File: src/rtl/of_pkg.sv
package of_pkg;
  localparam int unsigned MODE_W = 4;
  localparam int unsigned MB_RR = 3;
  localparam int unsigned MB_RM = 2;
  localparam int unsigned MB_WR = 1;
  localparam int unsigned MB_WM = 0;

  typedef struct packed {
    logic rd_reg;
    logic rd_mem;
    logic wr_reg;
    logic wr_mem;
  } mode_t;
endpackage

File: src/rtl/of_mode_decode.sv
module of_mode_decode
  import of_pkg::*;
(
  input  logic [MODE_W-1:0] mode_bits,
  input  logic              valid,
  output mode_t             mode,
  output logic              need_reg,
  output logic              need_mem
);
  always_comb begin
    mode.rd_reg = mode_bits[MB_RR];
    mode.rd_mem = mode_bits[MB_RM];
    mode.wr_reg = mode_bits[MB_WR];
    mode.wr_mem = mode_bits[MB_WM];
    need_reg    = valid & mode.rd_reg;
    need_mem    = valid & mode.rd_mem;
  end
endmodule

File: src/rtl/of_operand_sel.sv
module of_operand_sel #(
  parameter int unsigned DATA_W = 32,
  parameter int unsigned REG_W  = 4,
  parameter int unsigned ADDR_W = 16
) (
  input  logic              sel_reg,
  input  logic              sel_mem,
  input  logic [REG_W-1:0]  r_field,
  input  logic [ADDR_W-1:0] ea,
  input  logic [DATA_W-1:0] rf_data,
  input  logic [DATA_W-1:0] mem_data,
  output logic [DATA_W-1:0] opa,
  output logic [DATA_W-1:0] opb
);
  localparam int unsigned PAD_R = DATA_W - REG_W;
  localparam int unsigned PAD_A = DATA_W - ADDR_W;

  logic [DATA_W-1:0] r_ext;
  logic [DATA_W-1:0] ea_ext;

  always_comb begin
    r_ext  = {{PAD_R{1'b0}}, r_field};
    ea_ext = {{PAD_A{1'b0}}, ea};
    opa    = sel_reg ? rf_data  : r_ext;
    opb    = sel_mem ? mem_data : ea_ext;
  end
endmodule

File: src/rtl/of_stage_reg.sv
module of_stage_reg #(
  parameter int unsigned DATA_W = 32,
  parameter int unsigned REG_W  = 4,
  parameter int unsigned ADDR_W = 16,
  parameter int unsigned OPS_W  = 4
) (
  input  logic              clk,
  input  logic              rst_n,
  input  logic              en,
  input  logic              d_valid,
  input  logic [OPS_W-1:0]  d_aluop,
  input  logic [REG_W-1:0]  d_r,
  input  logic [ADDR_W-1:0] d_ea,
  input  logic              d_wr,
  input  logic              d_wm,
  input  logic [DATA_W-1:0] d_opa,
  input  logic [DATA_W-1:0] d_opb,
  output logic              q_valid,
  output logic [OPS_W-1:0]  q_aluop,
  output logic [REG_W-1:0]  q_r,
  output logic [ADDR_W-1:0] q_ea,
  output logic              q_wr,
  output logic              q_wm,
  output logic [DATA_W-1:0] q_opa,
  output logic [DATA_W-1:0] q_opb
);
  logic              n_valid, n_wr, n_wm;
  logic [OPS_W-1:0]  n_aluop;
  logic [REG_W-1:0]  n_r;
  logic [ADDR_W-1:0] n_ea;
  logic [DATA_W-1:0] n_opa, n_opb;

  always_comb begin
    n_valid = q_valid;
    n_aluop = q_aluop;
    n_r     = q_r;
    n_ea    = q_ea;
    n_wr    = q_wr;
    n_wm    = q_wm;
    n_opa   = q_opa;
    n_opb   = q_opb;
    if (en) begin
      n_valid = d_valid;
      n_aluop = d_aluop;
      n_r     = d_r;
      n_ea    = d_ea;
      n_wr    = d_wr;
      n_wm    = d_wm;
      n_opa   = d_opa;
      n_opb   = d_opb;
    end
  end

  always_ff @(posedge clk or negedge rst_n) begin
    if (!rst_n) begin
      q_valid <= 1'b0;
      q_aluop <= '0;
      q_r     <= '0;
      q_ea    <= '0;
      q_wr    <= 1'b0;
      q_wm    <= 1'b0;
      q_opa   <= '0;
      q_opb   <= '0;
    end else begin
      q_valid <= n_valid;
      q_aluop <= n_aluop;
      q_r     <= n_r;
      q_ea    <= n_ea;
      q_wr    <= n_wr;
      q_wm    <= n_wm;
      q_opa   <= n_opa;
      q_opb   <= n_opb;
    end
  end

  // a disabled register keeps the whole record
  p_frozen_r8: assert property (@(posedge clk) disable iff (!rst_n)
    !en |=> ($stable(q_valid) && $stable(q_opa) && $stable(q_opb) &&
             $stable(q_ea) && $stable(q_r) && $stable(q_wr) && $stable(q_wm)));

  // write intent never travels without a valid record
  p_write_needs_valid_r10: assert property (@(posedge clk) disable iff (!rst_n)
    (q_wr || q_wm) |-> q_valid);
endmodule

File: src/rtl/of_stage.sv
module of_stage
  import of_pkg::*;
#(
  parameter int unsigned DATA_W = 32,
  parameter int unsigned REG_W  = 4,
  parameter int unsigned ADDR_W = 16,
  parameter int unsigned OP_W   = 8
) (
  input  logic              clk,
  input  logic              rst_n,
  input  logic              in_valid,
  input  logic [OP_W-1:0]   in_op,
  input  logic [REG_W-1:0]  in_r,
  input  logic [ADDR_W-1:0] in_ea,
  input  logic              hold,
  input  logic              bubble,
  output logic              rf_re,
  output logic [REG_W-1:0]  rf_raddr,
  input  logic [DATA_W-1:0] rf_rdata,
  output logic              mem_re,
  output logic [ADDR_W-1:0] mem_raddr,
  input  logic [DATA_W-1:0] mem_rdata,
  output logic              out_valid,
  output logic [OP_W-MODE_W-1:0] out_aluop,
  output logic [REG_W-1:0]  out_r,
  output logic [ADDR_W-1:0] out_ea,
  output logic              out_wr,
  output logic              out_wm,
  output logic [DATA_W-1:0] out_opa,
  output logic [DATA_W-1:0] out_opb
);
  localparam int unsigned OPS_W = OP_W - MODE_W;

  mode_t             mode;
  logic              ld_valid;
  logic              ld_wr, ld_wm;
  logic [DATA_W-1:0] sel_a, sel_b;

  of_mode_decode u_dec (
    .mode_bits (in_op[MODE_W-1:0]),
    .valid     (in_valid),
    .mode      (mode),
    .need_reg  (rf_re),
    .need_mem  (mem_re)
  );

  assign rf_raddr  = in_r;
  assign mem_raddr = in_ea;

  of_operand_sel #(.DATA_W(DATA_W), .REG_W(REG_W), .ADDR_W(ADDR_W)) u_sel (
    .sel_reg  (mode.rd_reg),
    .sel_mem  (mode.rd_mem),
    .r_field  (in_r),
    .ea       (in_ea),
    .rf_data  (rf_rdata),
    .mem_data (mem_rdata),
    .opa      (sel_a),
    .opb      (sel_b)
  );

  always_comb begin
    ld_valid = in_valid & ~bubble;
    ld_wr    = ld_valid & mode.wr_reg;
    ld_wm    = ld_valid & mode.wr_mem;
  end

  of_stage_reg #(.DATA_W(DATA_W), .REG_W(REG_W), .ADDR_W(ADDR_W), .OPS_W(OPS_W)) u_reg (
    .clk     (clk),
    .rst_n   (rst_n),
    .en      (~hold),
    .d_valid (ld_valid),
    .d_aluop (in_op[OP_W-1:MODE_W]),
    .d_r     (in_r),
    .d_ea    (in_ea),
    .d_wr    (ld_wr),
    .d_wm    (ld_wm),
    .d_opa   (sel_a),
    .d_opb   (sel_b),
    .q_valid (out_valid),
    .q_aluop (out_aluop),
    .q_r     (out_r),
    .q_ea    (out_ea),
    .q_wr    (out_wr),
    .q_wm    (out_wm),
    .q_opa   (out_opa),
    .q_opb   (out_opb)
  );

  // a register-read record carries the value the file returned
  p_opa_from_rf_r3: assert property (@(posedge clk) disable iff (!rst_n)
    (!hold && in_valid && in_op[MB_RR]) |=> (out_opa == $past(rf_rdata)));

  // no register read means operand A is the short immediate
  p_opa_short_imm_r4: assert property (@(posedge clk) disable iff (!rst_n)
    (!hold && !in_op[MB_RR]) |=> (out_opa == DATA_W'($past(in_r))));

  // no memory read means operand B is the address
  p_opb_addr_r6: assert property (@(posedge clk) disable iff (!rst_n)
    (!hold && !in_op[MB_RM]) |=> (out_opb == DATA_W'($past(in_ea))));

  // a bubble leaves no valid record and no write intent
  p_bubble_empty_r9: assert property (@(posedge clk) disable iff (!rst_n)
    (!hold && bubble) |=> (!out_valid && !out_wr && !out_wm));

  // no read request for an invalid input
  p_no_req_invalid_r10: assert property (@(posedge clk) disable iff (!rst_n)
    !in_valid |-> (!rf_re && !mem_re));
endmodule

File: config.mk
export PLATFORM = sky130hd
export DESIGN_NAME = of_stage
export DESIGN_NICKNAME = d
export VERILOG_FILES = /design/src/rtl/of_pkg.sv /design/src/rtl/of_mode_decode.sv /design/src/rtl/of_operand_sel.sv /design/src/rtl/of_stage_reg.sv /design/src/rtl/of_stage.sv
export SDC_FILE = /design/constraint.sdc
export NUM_CORES = 1
export LEC_CHECK = 0
export BUFFER_PORTS_ARGS = -buffer_cell sky130_fd_sc_hd__buf_2
export CORE_UTILIZATION = 45
export DETAILED_ROUTE_END_ITERATION = 16
export GPL_ROUTABILITY_DRIVEN = 0
export PLACE_DENSITY = 0.84
export SYNTH_ARGS = -nofsm -noshare
export SYNTH_HDL_FRONTEND = slang
export SYNTH_SLANG_ARGS = --single-unit
File: constraint.sdc
create_clock -name clk -period 1.1 [get_ports clk]
set_clock_uncertainty 0.2 [all_clocks]
set_input_delay 0.22 -clock clk [delete_from_list [all_inputs] [get_ports clk]]
set_output_delay 0.22 -clock clk [all_outputs]
set_load 0.01 [all_outputs]
### Yosys cells after proc, flatten, opt, wreduce, memory -nomap -nowiden

Cells that the tools add are included.

* bitwise logic cells: 6
* mux-type cells: 2

Operators with widths (count)
* $mux 32: 2
* $and 1x1->1: 5
* $not 1->1: 1

* register bits after elaboration: 91
* input bits: 97
* logic and storage cells: 16

### Depth between registers and ports, before layout

* depth after elaboration: 3
* gate-level depth with buffers: 4

### Hierarchy

Synthesis repeated with hierarchy kept, for this count alone.

* cell total of the unflattened synthesis: 292
* area, all modules: 4598.2 um^2

Modules (own cells, without submodules)
* of_stage_reg: cells each 192, area an instance 3831.2 um^2, times used 1, sequential area each 2277.2 um^2
* of_operand_sel: cells each 70, area an instance 541.8 um^2, times used 1, sequential area each 0.0 um^2
* of_stage: cells each 24, area an instance 182.7 um^2, times used 1, sequential area each 0.0 um^2
* of_mode_decode: cells each 6, area an instance 42.5 um^2, times used 1, sequential area each 0.0 um^2

### Least setup slack after synthesis

No wires, ideal clock.

* path kind: input-to-reg
* start: in hold
* end: reg u_reg.q_aluop[0]
* buffers on the path: 2
* library setup time: 0.125 ns
* data arrival time: 0.782 ns
* cell stages on the path: 3
* path slack: -0.007 ns
* cells stage by stage: buf_6 buf_6 mux2_4

RTL lines
* start: declaration: RTL line of_stage.sv:15 `input logic hold,`
* end signal: assignment: RTL line of_stage_reg.sv:66 `q_aluop <= n_aluop;`
* end: declaration: RTL line of_stage_reg.sv:19 `output logic [OPS_W-1:0] q_aluop,`

No word-level cell between the ends.

### Worst setup path after layout

* start: reg u_reg.q_aluop[0]
* end: out out_aluop[0]

RTL lines
* end: declaration: RTL line of_stage.sv:24 `output logic [OP_W-MODE_W-1:0] out_aluop,`

No word-level cell between the ends.

==> flow_metrics.env <==
export IMPL_status="complete, but fails checks"
export IMPL_failed_checks="negative hold slack, negative setup slack"
export IMPL_drv_slew=0
export IMPL_slew_headroom_pct=81.4
export IMPL_end_kind="primary output"
export IMPL_required_ns=0.68
export IMPL_start_util_pct=47.1
export IMPL_synth_common_cells="103 x nand2_1, 91 x dfrtp_1, 63 x o21ai_0"
export IMPL_cts_sinks=91
export IMPL_netlist_top_cells_area="dfrtp_1 58%, nand2_1 9.8%, mux2_4 8.4%"
export IMPL_final_util_pct=79.7
export IMPL_worstPathBufferInverterCount=1
export IMPL_dpl_hpwl_um=7570
export IMPL_ys_ff_latch=91
export IMPL_setup_slack_ns=-0.258
export IMPL_rows=33
export IMPL_drive_gt1_share_pct=48.2
export IMPL_whs_ns=-0.0720
export IMPL_max_slew_worst_pin_slew_ns=0.278
export IMPL_cts_htree_levels=3
export IMPL_syn_nets=452
export IMPL_clk_pin_slew_ns=0.10
export IMPL_port_buffers=209
export IMPL_synth_compound_area_share_pct=8.91
export IMPL_yosysWarnings=0
export IMPL_grt_max_degree=38
export IMPL_critPathMaxFanout=2
export IMPL_cts_buffer_depth=2
export IMPL_ys_types=15
export IMPL_track_usage_pct=29.0
export IMPL_dp_cells=653
export IMPL_yosys_area_share_simple_pct=10.8
export IMPL_setup_violations=103
export IMPL_ys_seq_area_share_pct=57.9
export IMPL_grt_antenna_before_repair=3
export IMPL_power_density_nw_per_um2=1270
export IMPL_root_buffer="clkbuf_8"
export IMPL_fin_cells=795
export IMPL_antenna_left=0
export IMPL_synthArstFlopShare_pct=100
export IMPL_critPathLaunchType="flip-flop"
export IMPL_avgSynthCellArea_um2=11.1
export IMPL_drcViolationCount=0
export IMPL_slowest_delay_ns=0.43
export IMPL_synthCells=355
export IMPL_synth_mux_area_fraction_pct=14.1
export IMPL_n_fill_cell=505
export IMPL_path_delay_family="flip-flops"
export IMPL_synth_fa_ha_area_share_pct=0
export IMPL_arrival_ns=0.94
export IMPL_wirelength_um=13900
export IMPL_clk_insertion_delay_late_ns=0.35
export IMPL_dieArea_um2=9120
export IMPL_cts_tree="done"
export IMPL_synthXorXnorAreaFrac_pct=0
export IMPL_post_route_min_period_ns=1.36
export IMPL_post_place_ws_ns=-0.164
export IMPL_yosysMostFrequentCell="nand2_1"
export IMPL_synth_area_um2=3930
export IMPL_vias=3972
export IMPL_ios=210
export IMPL_finalHoldViolations=15
export IMPL_path_class="flip-flop to primary output"
export IMPL_drt_iter0_drc=114
export IMPL_grt_pass1_vias=4078
export IMPL_drtPass1Iterations=4
export IMPL_synth_top_family_by_area="multiplexers"
export IMPL_synth_top_cell_by_area="dfrtp_1"
export IMPL_max_freq_ghz=0.737
export IMPL_finalCritPeriodShare_pct=123
export IMPL_maxCapViolations=0
export IMPL_synth_top_area_share_pct=57.9
export IMPL_via_per_inst=5.00
export IMPL_synth_edff_count=0
export IMPL_ys_flop_type="dfrtp_1"
export IMPL_core_area_um2=8340
export IMPL_max_vdd_ir_drop_mv=0.881
export IMPL_worstPathCellList="buf_2"
export IMPL_grt_pass1_wl_um=19600
export IMPL_avgRoutedWirePerCell_um=17.4
export IMPL_rsz0062_at_grt="yes"
export IMPL_fin_tns_setup_ns=-18.73
export IMPL_cts_buffers=9
export IMPL_die_y_um=95.5
export IMPL_p_leak_nw=3.53
export IMPL_layout_nets=779
export IMPL_cp_slowest_cell="dfrtp_1"
export IMPL_p_total_w=0.00847
export IMPL_syn_to_final_growth_pct=69.0
export IMPL_hold_class="primary input to flip-flop"
export IMPL_die_x_um=95.5
export IMPL_grt_ovfl_total=0
-- sequential cells by signal (all words and copies together), names as in the netlist --
register,count
u_reg.q_aluop,4
u_reg.q_ea,16
u_reg.q_wr,1
u_reg.q_opb,32
u_reg.q_valid,1
u_reg.q_wm,1
u_reg.q_opa,32
u_reg.q_r,4
-- stage by stage --
step / hold WS, ns / cell area [um2]
floorplan: -0.276 / 3940
global placement: -0.0841 / 5070
detailed placement: -0.0758 / 5070
CTS: -0.0773 / 6350
global route: -0.0693 / 6650
finish: -0.0720 / 6650
-- power by group --
group | total (W) | switching [W] | internal, W
Sequential | 0.00385 | 0.000210 | 0.00364
Clock | 0.00252 | 0.00117 | 0.00135
Combinational | 0.00210 | 0.000909 | 0.00120
-- cell families after synthesis --
group	Yosys count
and+or+nand+nor	109
DFF	91
AOI/OAI and AO/OA	67
muxes	44
buffers and inverters	44
-- worst paths after layout --
| kind | start | to | slack [ns] | cells past startpoint |
|---|---|---|---|---|
| max | u_reg.q_aluop[0] | out_aluop[0] | -0.26 | 1 |
| min | in_ea[5] | u_reg.q_ea[5] | -0.07 | 2 |
| max reg2reg | u_reg.q_opa[30] | u_reg.q_opa[30] | -0.05 | 3 |
| min reg2reg | u_reg.q_opb[22] | u_reg.q_opb[22] | 0.30 | 2 |
| max in group asynchronous | rst_n | u_reg.q_opb[24] | 0.15 | 3 |
| min in group asynchronous | rst_n | u_reg.q_opa[21] | 0.09 | 2 |
-- cell type report --
| class | instances | area [um2] | area share [%] |
|---|---|---|---|
| multi-input combinational | 220 | 1360 | 20.4 |
| clock buffer | 12 | 145 | 2.18 |
| clock inverter | 4 | 73.8 | 1.11 |
| tap | 105 | 131 | 1.98 |
| timing repair buffer | 360 | 2660 | 39.9 |
| sequential | 91 | 2280 | 34.3 |
| antenna | 3 | 7.51 | 0.113 |
-- per-layer routing --
metal	GRT usage, %	part of all wire [%]	up-vias	wire length (um)
li1	-	-	1805	-
met1	30.3	36	1894	4990
met2	54.8	52	218	7260
met3	5.98	6.6	55	918
met4	14.2	5.0	0	697
met5	0	0	-	0
-- what timing repair did --
item                                    in CTS  in global routing
endpoints found under the hold margin      177                 16
endpoints found under the setup margin      93                123
gates resized for setup                      7                 54
pin swaps                                    0                  7
hold buffers                                79                  3
buffers inserted                            31                 31
cloned                                       0                  0
-- layout by cell type (no fill, tap or decap), types with 2 or more instances in the layout --
cell            netlist  routed
buf_2                12     178
buf_4                23      67
mux2i_2               0       2
diode_2               0       3
clkbuf_1              2       2
nand2b_1              3       3
o21ai_1               0      12
buf_12                1       6
nand2_1             103     100
a22o_1                4       4
dlymetal6s4s_1        0       3
buf_6                 6      34
o21ai_2               0       2
o21ai_0              63      49
dlygate4sd3_1         0      72
mux2_4               22      23
clkbuf_8              0      10
dfrtp_1              91      91
bufinv_16             0       2
mux2i_1              20      18
nand2_2               0       3
No activity file was read; power rests on OpenSTA's default activity.
